==> config.mk <==
export PLATFORM = sky130hd
export DESIGN_NAME = rpn_stack_eval
export DESIGN_NICKNAME = d
export VERILOG_FILES = /design/src/rtl/rpn_stack_pkg.sv /design/src/rtl/rpn_stack_ptr.sv /design/src/rtl/rpn_stack_regs.sv /design/src/rtl/rpn_stack_alu.sv /design/src/rtl/rpn_stack_eval.sv
export SDC_FILE = /design/constraint.sdc
export NUM_CORES = 1
export LEC_CHECK = 0
export BUFFER_PORTS_ARGS = -buffer_cell sky130_fd_sc_hd__buf_2
export CORE_MARGIN = 4
export CORE_UTILIZATION = 55
export DETAILED_ROUTE_END_ITERATION = 12
export PLACE_DENSITY = 0.83
export SKIP_LAST_GASP = 1
export SLEW_MARGIN = 10
export SYNTH_ARGS = -nofsm -noshare
export SYNTH_HDL_FRONTEND = slang
export SYNTH_SLANG_ARGS = --single-unit
==> constraint.sdc <==
create_clock -name clk -period 20.9 [get_ports clk]
set_clock_uncertainty 0.1 [all_clocks]
set_input_delay 3.135 -clock clk [delete_from_list [all_inputs] [get_ports clk]]
set_output_delay 3.135 -clock clk [all_outputs]
set_load 0.02 [all_outputs]
==> src/rtl/rpn_stack_pkg.sv <==
package rpn_stack_pkg;

   typedef enum logic [1:0] {
      OP_PUSH = 2'b00,
      OP_POP  = 2'b01,
      OP_ADD  = 2'b10,
      OP_MUL  = 2'b11
   } stk_op_e;

endpackage

==> src/rtl/rpn_stack_ptr.sv <==
module rpn_stack_ptr #(
   parameter int DEPTH = 11,
   parameter int SP_W  = 4
) (
   input  logic            clk,
   input  logic            rst_n,
   input  logic            grow,
   input  logic            shrink,
   output logic [SP_W-1:0] sp,
   output logic            full,
   output logic            empty
);

   localparam logic [SP_W-1:0] SP_BOTTOM = SP_W'(DEPTH);
   localparam logic [SP_W-1:0] SP_LAST   = SP_W'(DEPTH - 1);
   localparam logic [SP_W-1:0] SP_ONE    = SP_W'(1);

   always_ff @(posedge clk) begin
      if (!rst_n) begin
         sp    <= SP_BOTTOM;
         full  <= 1'b0;
         empty <= 1'b1;
      end else if (grow) begin
         sp    <= sp - SP_ONE;
         empty <= 1'b0;
         if (sp == SP_ONE) full <= 1'b1;
      end else if (shrink) begin
         sp    <= sp + SP_ONE;
         full  <= 1'b0;
         if (sp == SP_LAST) empty <= 1'b1;
      end
   end

   // full flag follows the pointer reaching slot zero
   a_r3_full_at_floor: assert property (@(posedge clk) disable iff (!rst_n)
      full == (sp == '0));
   // empty flag follows the pointer sitting past the last slot
   a_r5_empty_at_bottom: assert property (@(posedge clk) disable iff (!rst_n)
      empty == (sp == SP_BOTTOM));
   // never full and empty together
   a_r9_flags_exclusive: assert property (@(posedge clk) disable iff (!rst_n)
      !(full && empty));
   a_r9_single_move: assert property (@(posedge clk) disable iff (!rst_n)
      !(grow && shrink));

endmodule

==> src/rtl/rpn_stack_regs.sv <==
module rpn_stack_regs #(
   parameter int WORD_W = 16,
   parameter int DEPTH  = 11,
   parameter int SP_W   = 4
) (
   input  logic              clk,
   input  logic              rst_n,
   input  logic              wr_en,
   input  logic [SP_W-1:0]   wr_idx,
   input  logic [WORD_W-1:0] wr_data,
   input  logic [SP_W-1:0]   rd_idx_a,
   input  logic [SP_W-1:0]   rd_idx_b,
   output logic [WORD_W-1:0] rd_a,
   output logic [WORD_W-1:0] rd_b
);

   logic [WORD_W-1:0] slot [DEPTH];

   for (genvar gi = 0; gi < DEPTH; gi++) begin : g_slot
      always_ff @(posedge clk) begin
         if (!rst_n)
            slot[gi] <= '0;
         else if (wr_en && (wr_idx == SP_W'(gi)))
            slot[gi] <= wr_data;
      end
   end

   // Out-of-range indices read as zero.
   always_comb begin
      rd_a = '0;
      rd_b = '0;
      for (int i = 0; i < DEPTH; i++) begin
         if (rd_idx_a == SP_W'(i)) rd_a = slot[i];
         if (rd_idx_b == SP_W'(i)) rd_b = slot[i];
      end
   end

   // writes only ever land inside the storage range
   a_r2_write_in_range: assert property (@(posedge clk) disable iff (!rst_n)
      wr_en |-> (wr_idx < SP_W'(DEPTH)));

endmodule

==> src/rtl/rpn_stack_alu.sv <==
module rpn_stack_alu #(
   parameter int WORD_W = 16
) (
   input  logic              sel_mul,
   input  logic [WORD_W-1:0] opnd_top,
   input  logic [WORD_W-1:0] opnd_next,
   output logic [WORD_W-1:0] result
);

   logic [WORD_W-1:0] sum_w;
   logic [WORD_W-1:0] prod_w;

   assign sum_w  = opnd_next + opnd_top;
   assign prod_w = opnd_next * opnd_top;
   assign result = sel_mul ? prod_w : sum_w;

endmodule

==> src/rtl/rpn_stack_eval.sv <==
module rpn_stack_eval
   import rpn_stack_pkg::*;
#(
   parameter int WORD_W = 16,
   parameter int DEPTH  = 11
) (
   input  logic              clk,
   input  logic              rst_n,
   input  logic              cmd_valid,
   input  logic [1:0]        cmd_op,
   input  logic [WORD_W-1:0] din,
   output logic [WORD_W-1:0] dout,
   output logic [WORD_W-1:0] tos,
   output logic              full,
   output logic              empty,
   output logic              err
);

   localparam int SP_W = $clog2(DEPTH + 1);
   localparam logic [SP_W-1:0] SP_ONE       = SP_W'(1);
   localparam logic [SP_W-1:0] SP_PAIR_LIM  = SP_W'(DEPTH - 1);

   if (DEPTH < 2 || WORD_W < 2) begin : g_bad_cfg
      $error("rpn_stack_eval: DEPTH and WORD_W must both be at least 2");
   end

   stk_op_e           op;
   logic [SP_W-1:0]   sp;
   logic              acc_push, acc_pop, acc_arith, accepted;
   logic [SP_W-1:0]   wr_idx;
   logic [WORD_W-1:0] wr_data, rd_top, rd_next, alu_res;

   assign op = stk_op_e'(cmd_op);

   always_comb begin
      acc_push  = 1'b0;
      acc_pop   = 1'b0;
      acc_arith = 1'b0;
      if (cmd_valid) begin
         unique case (op)
            OP_PUSH: acc_push  = !full;
            OP_POP:  acc_pop   = !empty;
            default: acc_arith = (sp < SP_PAIR_LIM);
         endcase
      end
   end

   assign accepted = acc_push || acc_pop || acc_arith;
   assign wr_idx   = acc_push ? (sp - SP_ONE) : (sp + SP_ONE);
   assign wr_data  = acc_push ? din : alu_res;

   rpn_stack_ptr #(.DEPTH(DEPTH), .SP_W(SP_W)) i_ptr (
      .clk    (clk),
      .rst_n  (rst_n),
      .grow   (acc_push),
      .shrink (acc_pop || acc_arith),
      .sp     (sp),
      .full   (full),
      .empty  (empty)
   );

   rpn_stack_regs #(.WORD_W(WORD_W), .DEPTH(DEPTH), .SP_W(SP_W)) i_regs (
      .clk      (clk),
      .rst_n    (rst_n),
      .wr_en    (acc_push || acc_arith),
      .wr_idx   (wr_idx),
      .wr_data  (wr_data),
      .rd_idx_a (sp),
      .rd_idx_b (sp + SP_ONE),
      .rd_a     (rd_top),
      .rd_b     (rd_next)
   );

   rpn_stack_alu #(.WORD_W(WORD_W)) i_alu (
      .sel_mul   (op == OP_MUL),
      .opnd_top  (rd_top),
      .opnd_next (rd_next),
      .result    (alu_res)
   );

   always_ff @(posedge clk) begin
      if (!rst_n) begin
         dout <= '0;
         err  <= 1'b0;
      end else begin
         err <= cmd_valid && !accepted;
         if (acc_pop) dout <= rd_top;
      end
   end

   assign tos = rd_top;

   // a served push shows its word on top next cycle
   a_r2_push_on_top: assert property (@(posedge clk) disable iff (!rst_n)
      (cmd_valid && cmd_op == 2'b00 && !full) |=> (tos == $past(din)));
   // a served pop hands the old top to the data register
   a_r4_pop_to_dout: assert property (@(posedge clk) disable iff (!rst_n)
      (cmd_valid && cmd_op == 2'b01 && !empty) |=> (dout == $past(tos)));
   // arithmetic on fewer than two entries is refused
   a_r8_short_arith_refused: assert property (@(posedge clk) disable iff (!rst_n)
      (cmd_valid && cmd_op[1] && (empty || sp == SP_W'(DEPTH - 1)))
         |=> (err && $stable(tos) && $stable(empty)));
   // idle cycles leave all outputs alone and clear the error pulse
   a_r10_idle_stable: assert property (@(posedge clk) disable iff (!rst_n)
      !cmd_valid |=> ($stable(tos) && $stable(dout) && $stable(full) && !err));

endmodule

==> run summary, run 1 <==
Clock-pin slew was measured on the worst setup and hold paths at 70 ps. The run gives 82500 µm as the first-pass GRT wire length. The reported max-cap violation count was 0. The run gives 0 as the final routed DRC violation total.

The logs give 0 for the final count of negative-setup-slack endpoints and 4 for the number of H-tree levels. The number of buffers inserted during clock tree synthesis is 17, and the flip-flop and latch count after synthesis is 199. Summing the areas of all fa, ha and maj instances in the mapped netlist gives 15.7% of the synthesized area.

The filler-free cell count of the finished design came out at 2186. The hold violation count in the final report is 0, and the worst slack at placement is 10980 ps. At the end of routability-driven placement, the weighted congestion stood at 1.01. Post-layout instance area: 17000 µm². After synthesis, the netlist uses 82 different library cells. The cell sitting at the root of the clock tree is a sky130_fd_sc_hd__clkbuf_16. The via count of the first global-routing pass was 13668; the post-synthesis share of cell area spent on and, or, nand and nor gates was 17.6%. Across every metal layer, demand over resource in global routing totals 34.4%.

The run gives 1 as the number of antenna violations at the first check in global routing. The class of the tightest hold or removal check is reg -> reg. Synthesis produced a netlist whose cell count is 1798. The post-route netlist has 9.27% of its cells at a drive strength greater than 1. The run gives 69.9 µV as the largest voltage drop on the vdd net. For the pin with the worst max-slew slack, the measured transition is 1320 ps. Summed over all nets, the half-perimeter wirelength after detailed placement is 39800 µm. The floorplan step set the die width to 178 µm. The share of flip-flops with an asynchronous set or reset is 0%. The detailed router placed 14298 vias in this run. The count of instances resized after the clock tree is built was 0.

The tools report the first-iteration detailed-routing DRC count as 2435. The placed standard-cell area was 16500 µm²; the multiplexer share of the synthesized area was 0.196%. Hold repair after CTS inserted 0 buffers. Across all hold checks on the routed design, the worst slack comes to 363 ps. Yosys mapped a number of flops with a built-in enable equal to 176. Summed over all cells, the static leakage comes to 6.83 nW. At the end of the flow, the number of nets in the layout was 1961. The run gives 59.5% as the final standard cell utilization of the core. The library cells used most frequently in the layout, excluding fill and tap cells, are sky130_fd_sc_hd__nor2_1, sky130_fd_sc_hd__nand2_1, sky130_fd_sc_hd__edfxtp_1.

TritonCTS built the clock tree. The final critical path takes up 48.9% of the cycle. The worst pin sits at a relative slew slack of 12.3%. Data arrival time of the critical path: 10300 ps. The run finished with clean final reports.

The die covers 31800 µm². The run gives 7 as the number of optimization iterations in the first detailed-route pass. The critical path startpoint category is a register. The number of setup buffers added after CTS is 0.

The worst setup path is of the reg -> reg kind. STA puts the critical path data required time at 20970 ps. Summing the areas of all compound-gate instances in the mapped netlist gives 19.3% of the synthesized area.

For the final-report max-slew violation count, the log shows 0. Setup slack on the critical path of the routed design comes to 10670 ps. The ratio of total power to cell area was 96.0 nW/µm²; the number of top-level pins was 56.

For this run, the leading register cell type out of synthesis is sky130_fd_sc_hd__edfxtp_1. Using the TritonRoute via totals, the vias-per-cell ratio works out to 6.54. During synthesis, Yosys emitted a total of 0 warnings. Leaving out fill and tap cells, the most frequent cell in the layout is sky130_fd_sc_hd__nor2_1. The post-synthesis share of cell area spent on xor and xnor gates is 3.58%, and the quantity of I/O buffers inserted on ports is 55. The count of nets left with antenna violations once routing finished came out at 0. Largest family of logic cells by synthesized area: compound AO/OA/AOI/OAI gates. The sequential area share after synthesis is 36.0%, and the net count after synthesis is 1971. The total number of placement rows is 62, and the minimum clock period is 10230 ps. Dividing the synthesized area by the synthesized cell count gives 8.87 µm². Based on the critical path, the design can be clocked at up to 97.8 MHz.

Setup repair after global routing left no endpoint under its margin. The setup TNS after final layout is 0 ps, and the post-synthesis instance area is 16000 µm². For this design, the sink count on the clock tree is 199. The area inside the core boundary is 28600 µm², and the average detailed-routed wire length per instance is 24.9 µm.

Summing internal, switching and leakage power gives 1.63 mW. Compared with the post-synthesis result, the final layout area differs by 6.65%. For the clock latency reported for the late side of the worst-skew pair, the log shows 450 ps. In this run, placement finished with an instance count of 2153. For the overall overflow remaining after global route, the log shows 0. The tools report the pin count of the biggest net entering global routing as 65. For this configuration, the core starts out at a cell density of 55.7%. The overall die height is 178 µm. The longest clock path from root to sink contains 2 buffers. Critical-path maximum fanout: 43.

For the wire length after detailed routing, the log shows 54400 µm. The endpoint kind of the worst setup timing path was a register.
[final cells by class]
type	count	area (µm²)
multi-input combinational	1312	9020
antenna	1	2.50
fill	2510	11600
inverter	156	586
timing repair buffer	102	628
clock inverter	12	88.8
sequential	199	5750
clock buffer	20	467
tap	384	480
[power by group]
| part | internal (mW) | switching, mW | leakage (nW) |
|---|---|---|---|
| clock network | 0.164 | 0.154 | 0.284 |
| logic | 0.281 | 0.573 | 4.54 |
| registers | 0.449 | 0.0126 | 2.01 |
| total | 0.894 | 0.740 | 6.83 |
[critical path, stage by stage, from the launching register on]
cell and delay (ps):
sky130_fd_sc_hd__dfxtp_1 460, sky130_fd_sc_hd__inv_1 240, sky130_fd_sc_hd__ha_2 200, sky130_fd_sc_hd__buf_4 400
sky130_fd_sc_hd__inv_1 310, sky130_fd_sc_hd__buf_4 350, sky130_fd_sc_hd__o31ai_2 840, sky130_fd_sc_hd__a221oi_1 310
sky130_fd_sc_hd__o22ai_1 990, sky130_fd_sc_hd__nand2_1 190, sky130_fd_sc_hd__fa_1 500, sky130_fd_sc_hd__fa_1 520
sky130_fd_sc_hd__inv_1 60, sky130_fd_sc_hd__fa_1 520, sky130_fd_sc_hd__fa_1 500, sky130_fd_sc_hd__inv_1 50
sky130_fd_sc_hd__fa_1 450, sky130_fd_sc_hd__fa_1 390, sky130_fd_sc_hd__xor2_1 170, sky130_fd_sc_hd__xnor2_1 140
sky130_fd_sc_hd__xnor2_1 230, sky130_fd_sc_hd__xnor2_1 180, sky130_fd_sc_hd__xnor2_1 150, sky130_fd_sc_hd__xnor3_1 430
sky130_fd_sc_hd__xnor3_1 350, sky130_fd_sc_hd__xnor3_1 390, sky130_fd_sc_hd__o221a_2 380, sky130_fd_sc_hd__nor2_1 100
[state kept, by name, indices dropped and copies added (netlist names)]
signal	flops
dout	16
err	1
i_ptr.empty	1
i_ptr.full	1
i_ptr.sp	4
i_regs.slot	176
[cell usage after synthesis (6+ instances only)]
| master | instances | area, µm² |
|---|---|---|
| sky130_fd_sc_hd__nor2_1 | 267 | 1000 |
| sky130_fd_sc_hd__nand2_1 | 211 | 792 |
| sky130_fd_sc_hd__edfxtp_1 | 176 | 5290 |
| sky130_fd_sc_hd__inv_1 | 152 | 571 |
| sky130_fd_sc_hd__a21oi_1 | 122 | 611 |
| sky130_fd_sc_hd__o21ai_0 | 92 | 460 |
| sky130_fd_sc_hd__fa_1 | 80 | 1600 |
| sky130_fd_sc_hd__ha_1 | 72 | 901 |
| sky130_fd_sc_hd__clkbuf_1 | 69 | 259 |
| sky130_fd_sc_hd__buf_2 | 42 | 210 |
| sky130_fd_sc_hd__and2_1 | 38 | 238 |
| sky130_fd_sc_hd__xnor2_1 | 37 | 324 |
| sky130_fd_sc_hd__o211ai_1 | 35 | 263 |
| sky130_fd_sc_hd__o22ai_1 | 34 | 213 |
| sky130_fd_sc_hd__nor3_1 | 28 | 140 |
| sky130_fd_sc_hd__a221oi_1 | 23 | 201 |
| sky130_fd_sc_hd__dfxtp_1 | 23 | 460 |
| sky130_fd_sc_hd__nor2b_1 | 23 | 144 |
| sky130_fd_sc_hd__a22oi_1 | 15 | 113 |
| sky130_fd_sc_hd__a211oi_1 | 14 | 105 |
| sky130_fd_sc_hd__a31oi_1 | 13 | 81.3 |
| sky130_fd_sc_hd__nand3b_1 | 13 | 97.6 |
| sky130_fd_sc_hd__a221o_1 | 12 | 120 |
| sky130_fd_sc_hd__nand2b_1 | 12 | 75.1 |
| sky130_fd_sc_hd__a21o_1 | 11 | 82.6 |
| sky130_fd_sc_hd__o21bai_1 | 10 | 75.1 |
| sky130_fd_sc_hd__or3_1 | 10 | 62.6 |
| sky130_fd_sc_hd__xor2_1 | 10 | 87.6 |
| sky130_fd_sc_hd__nand3_1 | 9 | 45.0 |
| sky130_fd_sc_hd__a22o_1 | 8 | 70.1 |
| sky130_fd_sc_hd__buf_6 | 8 | 90.1 |
| sky130_fd_sc_hd__and3_1 | 7 | 43.8 |
| sky130_fd_sc_hd__buf_4 | 7 | 52.6 |
| sky130_fd_sc_hd__o21a_1 | 6 | 45.0 |
| sky130_fd_sc_hd__xnor3_1 | 6 | 135 |
[worst paths after layout]
path	startpoint	endpoint	slack, ps	cells past startpoint
worst min-delay path	dout[12]$_SDFFE_PN0P_	dout[12]$_SDFFE_PN0P_	360	2
worst max-delay path	i_ptr.sp[0]$_SDFFE_PN1P_	i_regs.slot[0][47]$_SDFFCE_PN0P_	10670	27
worst max register to register	i_ptr.sp[0]$_SDFFE_PN1P_	i_regs.slot[0][47]$_SDFFCE_PN0P_	10670	27
worst min register to register	dout[12]$_SDFFE_PN0P_	dout[12]$_SDFFE_PN0P_	360	2
[per-layer routing]
metal  vias up  global-route usage [%]  share of wire, %
met4         0                    18.6               6.6
li1       6223                       -                 -
met1      6799                    45.7                37
met3       223                    6.78                11
met2      1053                    53.2                45
met5         -                       0                 0
[kinds of logic (layout without fill, tap and decap cells)]
kind of cell	count (synthesis)	after routing
adder cells (fa/ha/maj)	152	152
flip-flops	199	199
AND/OR/NAND/NOR	641	641
XOR/XNOR	54	54
other	0	1
multiplexers	3	3
buffers and inverters	287	290
AO/OA/AOI/OAI	462	462
Note: power is estimated with default switching activity, not from simulation.
==> inputs of run 2 (changes only) <==
- clock period: 20.9 -> 9.5 ns (I/O delays scaled with it)
==> run summary, run 2 (synthesis gave the netlist of run 1 again) <==
The via count normalized by instance count came out at 6.54 (about the same). The logs give 1.69 mW (+130%) for the reported net switching power and 56 (unchanged) for the number of top-level pins. The number of optimization iterations in the first detailed-route pass was 9 (+2). The worst setup path is captured at a register. The antenna diode count was 0 (-1); the overall fraction of global-route tracks in use was 36.4% (+2.0 points). The tools report the critical path startpoint category as a register.

The tools report the maximum buffer depth of the clock tree as 2 (unchanged). The flow ran to the end, and the final reports show no timing, DRC or antenna violations. The worst hold path begins at dout[9]$_SDFFE_PN0P_. The logs give 2.01 mW (+120%) for the internal power and 53.4% (+1.1 points) for the relative contribution of combinational cells to total power. The number of clock sinks seen by CTS is 199 (unchanged), and the final count of negative-setup-slack endpoints is 0 (unchanged). The most critical setup path has its startpoint at i_ptr.sp[0]$_SDFFE_PN1P_. The final routed DRC violation total was 0 (unchanged); the quantity of I/O buffers inserted on ports was 55 (unchanged). The slowest stage cell on the critical path is sky130_fd_sc_hd__ha_1.

The data arrival time of the critical path was 9200 ps (-1100 ps). The number of antenna violations at the first check in global routing was 0 (-1). The weighted congestion at the end of routability-driven global placement was 1.01 (+0.17%); the wire length after detailed routing was 57700 µm (+6.2%). The logs give 43500 µm (+9.2%) for the final HPWL from detailed placement and 9570 ps (-11400 ps) for the required time of the worst setup path.

The tools report the placed standard-cell area as 16800 µm² (+2.3%). The logs give 2074 (-15%) for the first-iteration detailed-routing DRC count and 371 ps (-10300 ps) for the worst-case setup margin in the final layout. Remaining number of nets flagged by the antenna check after routing: 0 (unchanged). The area of the multi-input gates is 9030 µm² (+0.17%), and the combined flip-flop and latch cell area is 5750 µm² (unchanged). The run gives 31800 µm² (unchanged) as the floorplan die area. The number of H-tree levels was 4 (unchanged); the share of the cycle needed by the critical path after routing was 96.1% (+47 points). The run gives 144 µV (+110%) as the largest voltage drop on the vdd net.

The clock network fraction of total power came out at 19.3% (-0.2 points). Final-report max-slew violation count: 0 (unchanged). Overall overflow remaining after global route: 0 (unchanged).

The largest registers in the layout are i_regs.slot x176, dout x16, i_ptr.sp x4. The most repeated library cell on the critical path was sky130_fd_sc_hd__fa_1. The run gives 27.4% (-0.9 points) as the sequential share of power.

Overall die height: 178 µm (unchanged). The area inside the core boundary was 28600 µm² (unchanged); the share of cells above drive strength 1 was 11.5% (+2.2 points). The number of buffers inserted during clock tree synthesis is 17 (unchanged), and the post-CTS setup repair buffer count is 0 (unchanged).

The leakage component of the power was 7.05 nW (+3.3%); the growth of design area from synthesis to finish was 9.13%. For the reported max-cap violation count, the log shows 0 (unchanged). The tools report the count of vias placed by the detailed router as 14590 (+2.0%). The logs give 450 ps (about the same) for the clock latency reported for the late side of the worst-skew pair and 16.5% (+4.2 points) for the worst relative slew slack. The buffer type at the clock tree root was sky130_fd_sc_hd__clkbuf_16. First-pass GRT wire length: 86700 µm (+5.1%).

The die boundary width works out to 178 µm (unchanged). The register with the most flip-flops was i_regs.slot. The tools report the post-layout total power as 3.70 mW (+130%). Critical-path maximum fanout: 13 (-70%).

The tools report the origin of the critical flop-to-flop path as i_ptr.sp[0]$_SDFFE_PN1P_. The average detailed-routed wire length per instance is 25.9 µm (+4.1%). The filler-free cell count of the finished design is 2230 (+2.0%), and the via count of the first global-routing pass is 14261 (+4.3%).

The initial cell density of the core is 55.7% (unchanged). Setup repair after global routing left no endpoint under its margin. Worst slack at placement: 496 ps (-10490 ps). The minimum clock period came out at 9130 ps (-1100 ps). The path class of the tightest hold or removal check is reg -> reg. The actual transition at the worst max-transition pin was 1250 ps (-63.5 ps). The setup TNS after final layout is 0 ps (unchanged), and the pin count of the biggest net entering global routing is 60 (-7.7%). The clock-pin slew reported for the worst setup and hold paths after clock tree synthesis came out at 80 ps (about the same). TritonCTS built the clock tree. The number of nets in the layout was 2006 (+2.3%).

Maximum single-stage delay on the critical path: 700 ps (-290 ps). The number of fillers in the final layout was 2414 (-3.8%); the cell total after placement was 2198 (+2.1%). The switching share of total power was 45.8% (+0.48 points); the total number of placement rows was 62 (unchanged).

In the layout the commonest cells are sky130_fd_sc_hd__nor2_1, sky130_fd_sc_hd__nand2_1, sky130_fd_sc_hd__edfxtp_1. Hold violation count in the final report: 0 (unchanged). The maximum clock rate is 110 MHz (+12%).

The worst setup path is of the reg -> reg kind. The ratio of total power to cell area works out to 213 nW/µm² (+120%). The number of flip-flops under the largest register name works out to 176 (unchanged).

The library cell used most frequently in the layout, excluding fill and tap cells, is sky130_fd_sc_hd__nor2_1. The post-layout instance area came out at 17400 µm² (+2.3%).
==> run 2: path summary, 6_finish.rpt <==
path / to / slack (ps) / depth (start not counted)
setup reg to reg: i_regs.slot[1][47]$_SDFFCE_PN0P_ / 370 / 28
setup / recovery: i_regs.slot[1][47]$_SDFFCE_PN0P_ / 370 / 28
hold / removal: dout[9]$_SDFFE_PN0P_ / 360 / 2
hold reg to reg: dout[9]$_SDFFE_PN0P_ / 360 / 2
==> run 2: cell type report <==
type / count / area share, %
clock buffers: 17 / 2.44
clock inverters: 15 / 0.790
multi-input cells: 1312 / 51.9
well taps: 384 / 2.76
repair buffers: 147 / 5.76
inverters: 156 / 3.36
flip-flops and latches: 199 / 33.0
==> run 2: timing repair <==
action,CTS,global route
hold buffers,0,0
setup endpoints to repair,0,1
hold endpoints to repair,0,0
gates resized for setup,0,1
==> run 2: through the flow <==
stage                     hold slack (ps)  utilization [%]
after floorplan                       435                -
after global placement                344             58.8
after detailed placement              348             58.8
after CTS                             358             60.8
after global routing                  374             60.8
final                                 359             60.8
==> run 2: power groups by stage <==
stage | clock network [mW] | registers [mW] | logic (mW)
floorplan | 0 | 1.02 | 1.24
global placement | 0 | 1.03 | 1.86
detailed placement | 0 | 1.03 | 1.91
CTS | 0.714 | 1.01 | 1.92
global route | 0.746 | 1.02 | 2.11
finish | 0.713 | 1.01 | 1.97
==> run 2: worst max-delay path, delay by kind of cell (launching register included) <==
kind	cells	cell delay (ps)
AOI/OAI and AO/OA	5	1490
buffers and inverters	5	740
xor gates and xnor gates	8	1950
adders and majority gates	7	3580
and+or+nand+nor	3	620
DFF	1	340
==> run 2: per-layer routing <==
metal | wire length [µm] | global-route usage, % | up-vias
met3 | 6120 | 8.12 | 248
met2 | 25900 | 56.4 | 1049
li1 | - | - | 6324
met4 | 3990 | 20.2 | 0
met1 | 21700 | 47.5 | 6969
met5 | 0 | 0 | -
